File: src/rtl/shadow_pwm_pkg.sv
package shadow_pwm_pkg;
  // Each channel occupies an 8-byte slot: high-time word then period word.
  localparam int SLOT_LG  = 3;
  // Address bit that selects the period word within a slot.
  localparam int KIND_BIT = 2;

  typedef enum logic {
    REG_HIGH   = 1'b0,
    REG_PERIOD = 1'b1
  } reg_kind_e;
endpackage

File: src/rtl/spwm_addr_dec.sv
module spwm_addr_dec
  import shadow_pwm_pkg::*;
#(
  parameter int NUM_CH = 4,
  parameter int ADDR_W = 5,
  localparam int IDX_W = ADDR_W - SLOT_LG
) (
  input  logic [ADDR_W-1:0] addr,
  output logic              hit,
  output reg_kind_e         kind,
  output logic [IDX_W-1:0]  idx
);
  localparam logic [IDX_W:0] CH_LIM = (IDX_W+1)'(NUM_CH);

  assign idx  = addr[ADDR_W-1:SLOT_LG];
  assign kind = reg_kind_e'(addr[KIND_BIT]);
  assign hit  = (addr[KIND_BIT-1:0] == '0) && ({1'b0, idx} < CH_LIM);
endmodule

File: src/rtl/spwm_regs.sv
module spwm_regs
  import shadow_pwm_pkg::*;
#(
  parameter int NUM_CH = 4,
  parameter int DATA_W = 32,
  parameter int ADDR_W = 5,
  localparam int IDX_W = ADDR_W - SLOT_LG
) (
  input  logic                           clk,
  input  logic                           rst,
  input  logic                           we,
  input  logic [DATA_W-1:0]              wdata,
  input  logic                           hit,
  input  reg_kind_e                      kind,
  input  logic [IDX_W-1:0]               idx,
  output logic [DATA_W-1:0]              rdata,
  output logic [NUM_CH-1:0][DATA_W-1:0]  sw_hi,
  output logic [NUM_CH-1:0][DATA_W-1:0]  sw_per
);
  logic [DATA_W-1:0] rd_sel;

  always_ff @(posedge clk) begin
    if (rst) begin
      sw_hi  <= '0;
      sw_per <= '0;
    end else if (we && hit) begin
      for (int c = 0; c < NUM_CH; c++) begin
        if (idx == IDX_W'(c)) begin
          if (kind == REG_PERIOD) sw_per[c] <= wdata;
          else                    sw_hi[c]  <= wdata;
        end
      end
    end
  end

  always_comb begin
    rd_sel = '0;
    for (int c = 0; c < NUM_CH; c++) begin
      if (hit && idx == IDX_W'(c))
        rd_sel = (kind == REG_PERIOD) ? sw_per[c] : sw_hi[c];
    end
  end

  always_ff @(posedge clk) begin
    if (rst) rdata <= '0;
    else     rdata <= rd_sel;
  end


  unmapped_rd_chk: assert property (@(posedge clk) disable iff (rst)
    !hit |=> rdata == '0);


  unmapped_wr_chk: assert property (@(posedge clk) disable iff (rst)
    (we && !hit) |=> ($stable(sw_hi) && $stable(sw_per)));
endmodule

File: src/rtl/spwm_channel.sv
module spwm_channel #(
  parameter int DATA_W = 32
) (
  input  logic              clk,
  input  logic              rst,
  input  logic [DATA_W-1:0] sw_hi,
  input  logic [DATA_W-1:0] sw_per,
  output logic              out_q
);
  logic [DATA_W-1:0] act_hi, act_per, cnt;
  logic [DATA_W-1:0] nxt_hi, nxt_per, nxt_cnt;
  logic [DATA_W:0]   cnt_inc;
  logic              idle, last, load, nxt_out;

  always_comb begin
    cnt_inc = {1'b0, cnt} + 1'b1;
    idle    = (act_per == '0) && (act_hi == '0);
    last    = cnt_inc >= {1'b0, act_per};
    load    = idle || last;
    nxt_hi  = load ? sw_hi  : act_hi;
    nxt_per = load ? sw_per : act_per;
    nxt_cnt = load ? '0 : cnt_inc[DATA_W-1:0];
    if (nxt_per == '0 && nxt_hi == '0) nxt_out = 1'b1;
    else                               nxt_out = nxt_cnt < nxt_hi;
  end

  always_ff @(posedge clk) begin
    if (rst) begin
      act_hi  <= '0;
      act_per <= '0;
      cnt     <= '0;
      out_q   <= 1'b1;
    end else begin
      act_hi  <= nxt_hi;
      act_per <= nxt_per;
      cnt     <= nxt_cnt;
      out_q   <= nxt_out;
    end
  end


  cnt_range_chk: assert property (@(posedge clk) disable iff (rst)
    (act_per != '0) |-> (cnt < act_per));


  full_high_chk: assert property (@(posedge clk) disable iff (rst)
    (act_per != '0 && act_hi >= act_per) |-> out_q);


  mid_period_hold_chk: assert property (@(posedge clk) disable iff (rst)
    (!idle && !last) |=> ($stable(act_hi) && $stable(act_per)));


  idle_high_chk: assert property (@(posedge clk) disable iff (rst)
    (act_per == '0 && act_hi == '0) |-> out_q);


  idle_pickup_chk: assert property (@(posedge clk) disable iff (rst)
    idle |=> (act_hi == $past(sw_hi) && act_per == $past(sw_per) && cnt == '0));
endmodule

File: src/rtl/shadow_pwm.sv
module shadow_pwm
  import shadow_pwm_pkg::*;
#(
  parameter int NUM_CH = 4,
  parameter int DATA_W = 32,
  parameter int ADDR_W = 5
) (
  input  logic              clk,
  input  logic              rst,
  input  logic [ADDR_W-1:0] reg_addr,
  input  logic              reg_we,
  input  logic [DATA_W-1:0] reg_wdata,
  output logic [DATA_W-1:0] reg_rdata,
  output logic [NUM_CH-1:0] pwm_out
);
  localparam int IDX_W = ADDR_W - SLOT_LG;

  logic                          dec_hit;
  reg_kind_e                     dec_kind;
  logic [IDX_W-1:0]              dec_idx;
  logic [NUM_CH-1:0][DATA_W-1:0] sw_hi, sw_per;

  spwm_addr_dec #(.NUM_CH(NUM_CH), .ADDR_W(ADDR_W)) u_dec (
    .addr (reg_addr),
    .hit  (dec_hit),
    .kind (dec_kind),
    .idx  (dec_idx)
  );

  spwm_regs #(.NUM_CH(NUM_CH), .DATA_W(DATA_W), .ADDR_W(ADDR_W)) u_regs (
    .clk    (clk),
    .rst    (rst),
    .we     (reg_we),
    .wdata  (reg_wdata),
    .hit    (dec_hit),
    .kind   (dec_kind),
    .idx    (dec_idx),
    .rdata  (reg_rdata),
    .sw_hi  (sw_hi),
    .sw_per (sw_per)
  );

  for (genvar c = 0; c < NUM_CH; c++) begin : g_ch
    spwm_channel #(.DATA_W(DATA_W)) u_ch (
      .clk    (clk),
      .rst    (rst),
      .sw_hi  (sw_hi[c]),
      .sw_per (sw_per[c]),
      .out_q  (pwm_out[c])
    );
  end
endmodule

File: config.mk
export PLATFORM = sky130hd
export DESIGN_NAME = shadow_pwm
export DESIGN_NICKNAME = d
export VERILOG_FILES = /design/src/rtl/shadow_pwm_pkg.sv /design/src/rtl/spwm_addr_dec.sv /design/src/rtl/spwm_regs.sv /design/src/rtl/spwm_channel.sv /design/src/rtl/shadow_pwm.sv
export SDC_FILE = /design/constraint.sdc
export NUM_CORES = 2
export LEC_CHECK = 0
export ABC_AREA = 1
export BUFFER_PORTS_ARGS = -buffer_cell sky130_fd_sc_hd__buf_2
export CAP_MARGIN = 20
export CELL_PAD_IN_SITES_DETAIL_PLACEMENT = 1
export CELL_PAD_IN_SITES_GLOBAL_PLACEMENT = 1
export CORE_MARGIN = 5
export CORE_UTILIZATION = 45
export DETAILED_ROUTE_END_ITERATION = 10
export GPL_ROUTABILITY_DRIVEN = 0
export PLACE_DENSITY_LB_ADDON = 0.1
export SLEW_MARGIN = 10
export SYNTH_ARGS = -nofsm -noshare
export SYNTH_HDL_FRONTEND = slang
export SYNTH_SLANG_ARGS = --single-unit
File: constraint.sdc
create_clock -name clk -period 6.9 [get_ports clk]
set_input_delay 0.69 -clock clk [delete_from_list [all_inputs] [get_ports clk]]
set_output_delay 0.69 -clock clk [all_outputs]
set_load 0.01 [all_outputs]
**After elaboration in Yosys (flattened, before gate mapping)**

Index checks and enable logic that the tools add are counted.

- Add/subtract/negate cells: 4
- Magnitude comparators: 8
- Equal/unequal tests: 3
- Muxes and demuxes: 20
- Bitwise operators: 1
- Reduce and logical (&&, ||, !) cells: 47

Operators by type and width:

| kind | count |
|---|---|
| 2-to-1 mux 32 bit | 20 |
| logical NOT 32 bit | 16 |
| adder 32 x 1 -> 33 bit (second input constant) | 4 |
| greater-or-equal comparator 33 x 32 -> 1 bit | 4 |
| < comparator 32 bit | 4 |
| AND reduction 3 bit | 8 |
| logical AND 1 bit | 13 |
| OR reduction 2 bit | 4 |
| equality test 2 bit (second input constant) | 2 |
| logical NOT 2 bit | 2 |
| logical OR 1 bit | 4 |
| equality test 2 x 1 -> 1 bit (second input constant) | 1 |
| NOT 1 bit | 1 |

- Register bits after elaboration: 676
- Bits of input ports: 40
- Output and inout bits: 36
- Word-level logic and storage cells: 108

**Logic depth before layout (Yosys ltp)**

- Word-level depth: 7
- Mapped depth: 44
- Depth with buffers taken out: 42

**Cells and area by module**

A second synthesis with hierarchy kept.

- Cell total of the unflattened synthesis: 5500
- Area total of the unflattened synthesis: 38261.7 µm²

By module, submodules not included:

| module | times used | cells an instance | area each (µm²) | sequential area each (µm²) |
|---|---|---|---|---|
| spwm_channel (g_ch[0].u_ch ...) | 3 | 959 | 6359.8 | 1941.9 |
| spwm_regs | 1 | 1682 | 12662.1 | 5765.5 |
| spwm_channel (g_ch[1].u_ch) | 1 | 937 | 6493.7 | 1941.9 |
| spwm_addr_dec | 1 | 4 | 26.3 | 0.0 |

**Worst setup path before layout**

Ideal clock, no wire load.

- Path type: flip-flop to flip-flop
- Start: register g_ch[2].u_ch.cnt[0]
- End: register g_ch[2].u_ch.out_q
- Arrival time: 5.213 ns
- Data required time: 6.842 ns
- Path slack: 1.629 ns
- Cell stages (with the launch flop): 37
- Path buffers: 3
- Cells stage by stage: dfxtp_1 -> inv_1 -> nor2_2 -> nand3_1 -> nor2_2 -> nand2_1 -> nor2_2 -> inv_1 -> nor3_2 -> inv_1 -> nor2_2 -> inv_1 -> nor3_2 -> nand3_1 -> or3_1 -> nor2_1 -> xor2_1 -> inv_1 -> ha_1 -> nand2_1 -> nor3_1 -> nand2_1 -> nor4_1 -> nor2_4 -> nand2_4 -> buf_6 -> buf_2 -> buf_1 -> nor2_1 -> ha_1 -> a21oi_1 -> nor2_1 -> a211oi_1 -> o221ai_1 -> a221oi_1 -> nand2_1 -> nand2_1

RTL lines:

| element | RTL line | RTL |
|---|---|---|
| from (decl) | spwm_channel.sv:10 | `logic [DATA_W-1:0] act_hi, act_per, cnt;` |
| from (signal assigned) | spwm_channel.sv:36 | `cnt <= nxt_cnt;` |
| adder 32 x 1 -> 33 bit * | spwm_channel.sv:16 | `cnt_inc = {1'b0, cnt} + 1'b1;` |
| greater-or-equal comparator 33 x 32 -> 1 bit | spwm_channel.sv:18 | `last = cnt_inc >= {1'b0, act_per};` |
| logical OR 1 bit | spwm_channel.sv:19 | `load = idle \|\| last;` |
| 2-to-1 mux 32 bit * | spwm_channel.sv:22 | `nxt_cnt = load ? '0 : cnt_inc[DATA_W-1:0];` |
| net g_ch[2].u_ch.nxt_cnt[17] | spwm_channel.sv:11 | `logic [DATA_W-1:0] nxt_hi, nxt_per, nxt_cnt;` |
| < comparator 32 bit * | spwm_channel.sv:24 | `else nxt_out = nxt_cnt < nxt_hi;` |
| to (signal assigned) | spwm_channel.sv:37 | `out_q <= nxt_out;` |
| to (decl) | spwm_channel.sv:8 | `output logic out_q` |

Mark *: on every way through the listed nets, which the timed path passes. The rest lies on a longest branch.
A chain may end at the register's enable or synchronous reset.

**Worst setup path after layout**

Same ends and word-level chain as after synthesis.

==> flow_metrics.tcl <==
set metrics [dict create \
    synth_compound_area_share_pct 15.9 \
    synth_top_family_by_area "simple AND/OR/NAND/NOR gates" \
    seqCellArea_um2 13500 \
    syn-num-nets 5353 \
    drtPass1Iterations 7 \
    cts.sink_count 676 \
    wl_um 126000 \
    ir_drop_mv 0.326 \
    fill_cells 10010 \
    post-route-period-util_pct 88.9 \
    cts_buffers 79 \
    synth_area_um2 35400 \
    period_needed_ns 6.13 \
    num_antenna_cells 0 \
    critical_path_arrival_ns 6.70 \
    synthArstFlopShare_pct 0 \
    wl_per_cell_um 20.6 \
    skew_ns 0.0141 \
    ys.flop_type "dfxtp_1" \
    synth_seq_cells 676 \
    synth.area.top_cells "dfxtp_1 (38%), nor2_1 (9.6%), ha_1 (9.1%)" \
    gr-usage-all-layers_pct 28.7 \
    io_pins 76 \
    initial_core_util_pct 45.5 \
    path_common_cell "nand2_1" \
    hpwl_um 93400 \
    status "complete, no violations" \
    finalNonFillerCells 6120 \
    route.detailed.drc 0 \
    slowest_delay_ns 0.50 \
    yosysTopAreaCell "dfxtp_1" \
    area_growth_pct 11.2 \
    die_x_um 290 \
    die_h_um 290 \
    critPathCaptureType "flip-flop" \
    yosysSeqAreaShare_pct 38.2 \
    final_layout_size_suffix_gt1_share_pct 6.26 \
    netlist_instances 5057 \
    rsz0062_at_grt "no" \
    synth-warning-count 0 \
    yosys.area_share.simple_pct 25.8 \
    hold_violations 0 \
    vias 33610 \
    slew_violations 0 \
    synth_mux_area_share_pct 0 \
    nets 5311 \
    grt_pass1_vias 33397 \
    dpl.cell_count 5973 \
    cts_tree "built" \
    required_ns 7.47 \
    synth_common_cells "nor2_1 (906), nand2_1 (792), dfxtp_1 (676)" \
    start_kind "flip-flop" \
    synth_fa_ha_area_share_pct 9.05 \
    via_per_inst 5.49 \
    tns_ns 0 \
    synth_edf_count 0 \
    crit_fanout 121 \
    h-tree-depth 3 \
    post-synth-top-count-cell "nor2_1" \
    maxClockFrequency_mhz 163 \
    worst_pin_slew_ns 1.17 \
    critPathSlowestCell "nand2_8" \
    antenna_left 0 \
    drt-initial-drc-count 2234 \
    power_density_nw_per_um2 467 \
    core-area_um2 77700 \
    io_buffers 75 \
    critPathTopFamily "simple AND/OR/NAND/NOR gates" \
    yosysTopAreaCellShare_pct 38.2 \
    dieArea_um2 84400 \
    grt_overflow 0 \
    slew-limit-headroom_pct 22.0 \
    cts.clk_slew.worst_paths_ns 0.06 \
    maxCapViolations 0 \
    p_leak_nw 17.5 \
    synth-xor-area-share_pct 1.73 \
    setup_viol 0 \
    grt_pass1_wl_um 194000 \
    multiInputGateArea_um2 18600 \
    rows 102 \
    hold_path.class "in -> reg" \
    grt_max_degree 190 \
    synth_area_per_cell_um2 7.00 \
    cts_max_path_buffers 3 \
    crit_type "reg -> reg" \
    clk_latency_ns 0.64 \
    root_buffer "clkbuf_16" \
    path_buf_inv 4 \
    synth_cell_type_count 50 \
    antenna_found_initial 1 \
]
==> area by class of cell <==
type                            count  area share (%)
Multi-Input combinational cell   3533            47.3
Sequential cell                   676            34.4
Clock buffer                      113            5.92
Inverter                          601            5.75
Tap cell                         1040            3.31
Timing Repair Buffer              124            2.14
Clock inverter                     33            1.21
==> report_power, final <==
part | switching [mW] | internal, mW
clock network | 1.79 | 2.74
registers | 0.232 | 4.34
logic | 6.50 | 2.78
total | 8.53 | 9.85
==> worst reg2reg max path, delay by kind of cell (launching register included) <==
kind	cells	cell delay, ns
compound gates	4	0.73
fa+ha+maj	2	0.53
buf+inv	4	0.72
xor+xnor	1	0.28
simple gates	23	3.38
flops	1	0.37
==> through the flow <==
stage	hold slack, ns	util [%]	instance area (µm²)	power (mW)	setup WS (ns)
4_1_cts	0.406	50.6	39300	18.4	0.712
3_3_place_gp	0.461	47.0	36500	13.6	0.878
5_1_grt	0.426	50.6	39300	19.8	0.0872
2_1_floorplan	0.441	-	35400	11.1	1.63
6_report	0.416	50.6	39300	18.4	0.767
3_5_place_dp	0.464	47.0	36500	13.8	0.734
==> layer usage <==
metal  part of all wire, %  global-route usage [%]
met4                   4.2                    10.5
met5                     0                       0
met3                   3.9                    3.56
met2                    44                    45.2
met1                    48                    40.7
==> kinds of logic after synthesis <==
group	after synthesis
simple gates	2170
compound gates	1037
buf+inv	848
flops	676
fa+ha+maj	256
xor+xnor	70
==> what timing repair did <==
action / CTS / global route
buffers inserted: 0 / 0
gates resized for setup: 0 / 1
setup endpoints to repair: 0 / 1
hold buffers: 0 / 0
==> placed cells by master (no fill, tap or decap), types with 4 or more instances in the layout <==
master / Yosys / layout
bufinv_16: 0 / 10
o21ai_1: 32 / 32
clkbuf_1: 189 / 14
clkbuf_8: 0 / 18
dfxtp_1: 676 / 676
a211oi_1: 25 / 25
nor3b_1: 4 / 4
nand2_1: 792 / 792
nand3b_1: 7 / 7
ha_1: 256 / 256
inv_1: 586 / 584
clkinv_1: 8 / 8
buf_12: 0 / 7
nand3_1: 67 / 66
nor3_1: 183 / 183
o21a_1: 6 / 6
clkinv_2: 0 / 16
or2_2: 10 / 10
o22ai_1: 14 / 14
a31oi_1: 19 / 19
nor2_4: 3 / 4
xor2_1: 61 / 61
clkbuf_16: 0 / 81
inv_2: 7 / 8
buf_2: 27 / 73
o21ai_0: 469 / 469
a21oi_1: 386 / 386
xnor2_1: 9 / 9
nor2_2: 11 / 13
o211ai_1: 9 / 9
o221ai_1: 7 / 7
nor2_1: 906 / 903
nand4_1: 93 / 93
a21o_1: 5 / 5
a221oi_1: 55 / 55
nor3_2: 7 / 7
buf_4: 7 / 43
nor4_1: 66 / 65
==> state kept, by name (all words and copies together) (netlist names) <==
name / count
u_regs.sw_per: 128
u_regs.rdata: 32
u_regs.sw_hi: 128
g_ch.u_ch.out_q: 4
g_ch.u_ch.act_per: 128
g_ch.u_ch.cnt: 128
g_ch.u_ch.act_hi: 128
==> worst paths after layout <==
kind,slack [ns],cells after the start,endpoint,startpoint
min reg2reg,0.47,2,u_regs.sw_hi[108],u_regs.sw_hi[108]
min,0.42,2,u_regs.rdata[22],rst
max reg2reg,0.77,34,g_ch[2].u_ch.out_q,g_ch[2].u_ch.cnt[0]
max,0.77,34,g_ch[2].u_ch.out_q,g_ch[2].u_ch.cnt[0]
Note: power is estimated with default switching activity, not from simulation.
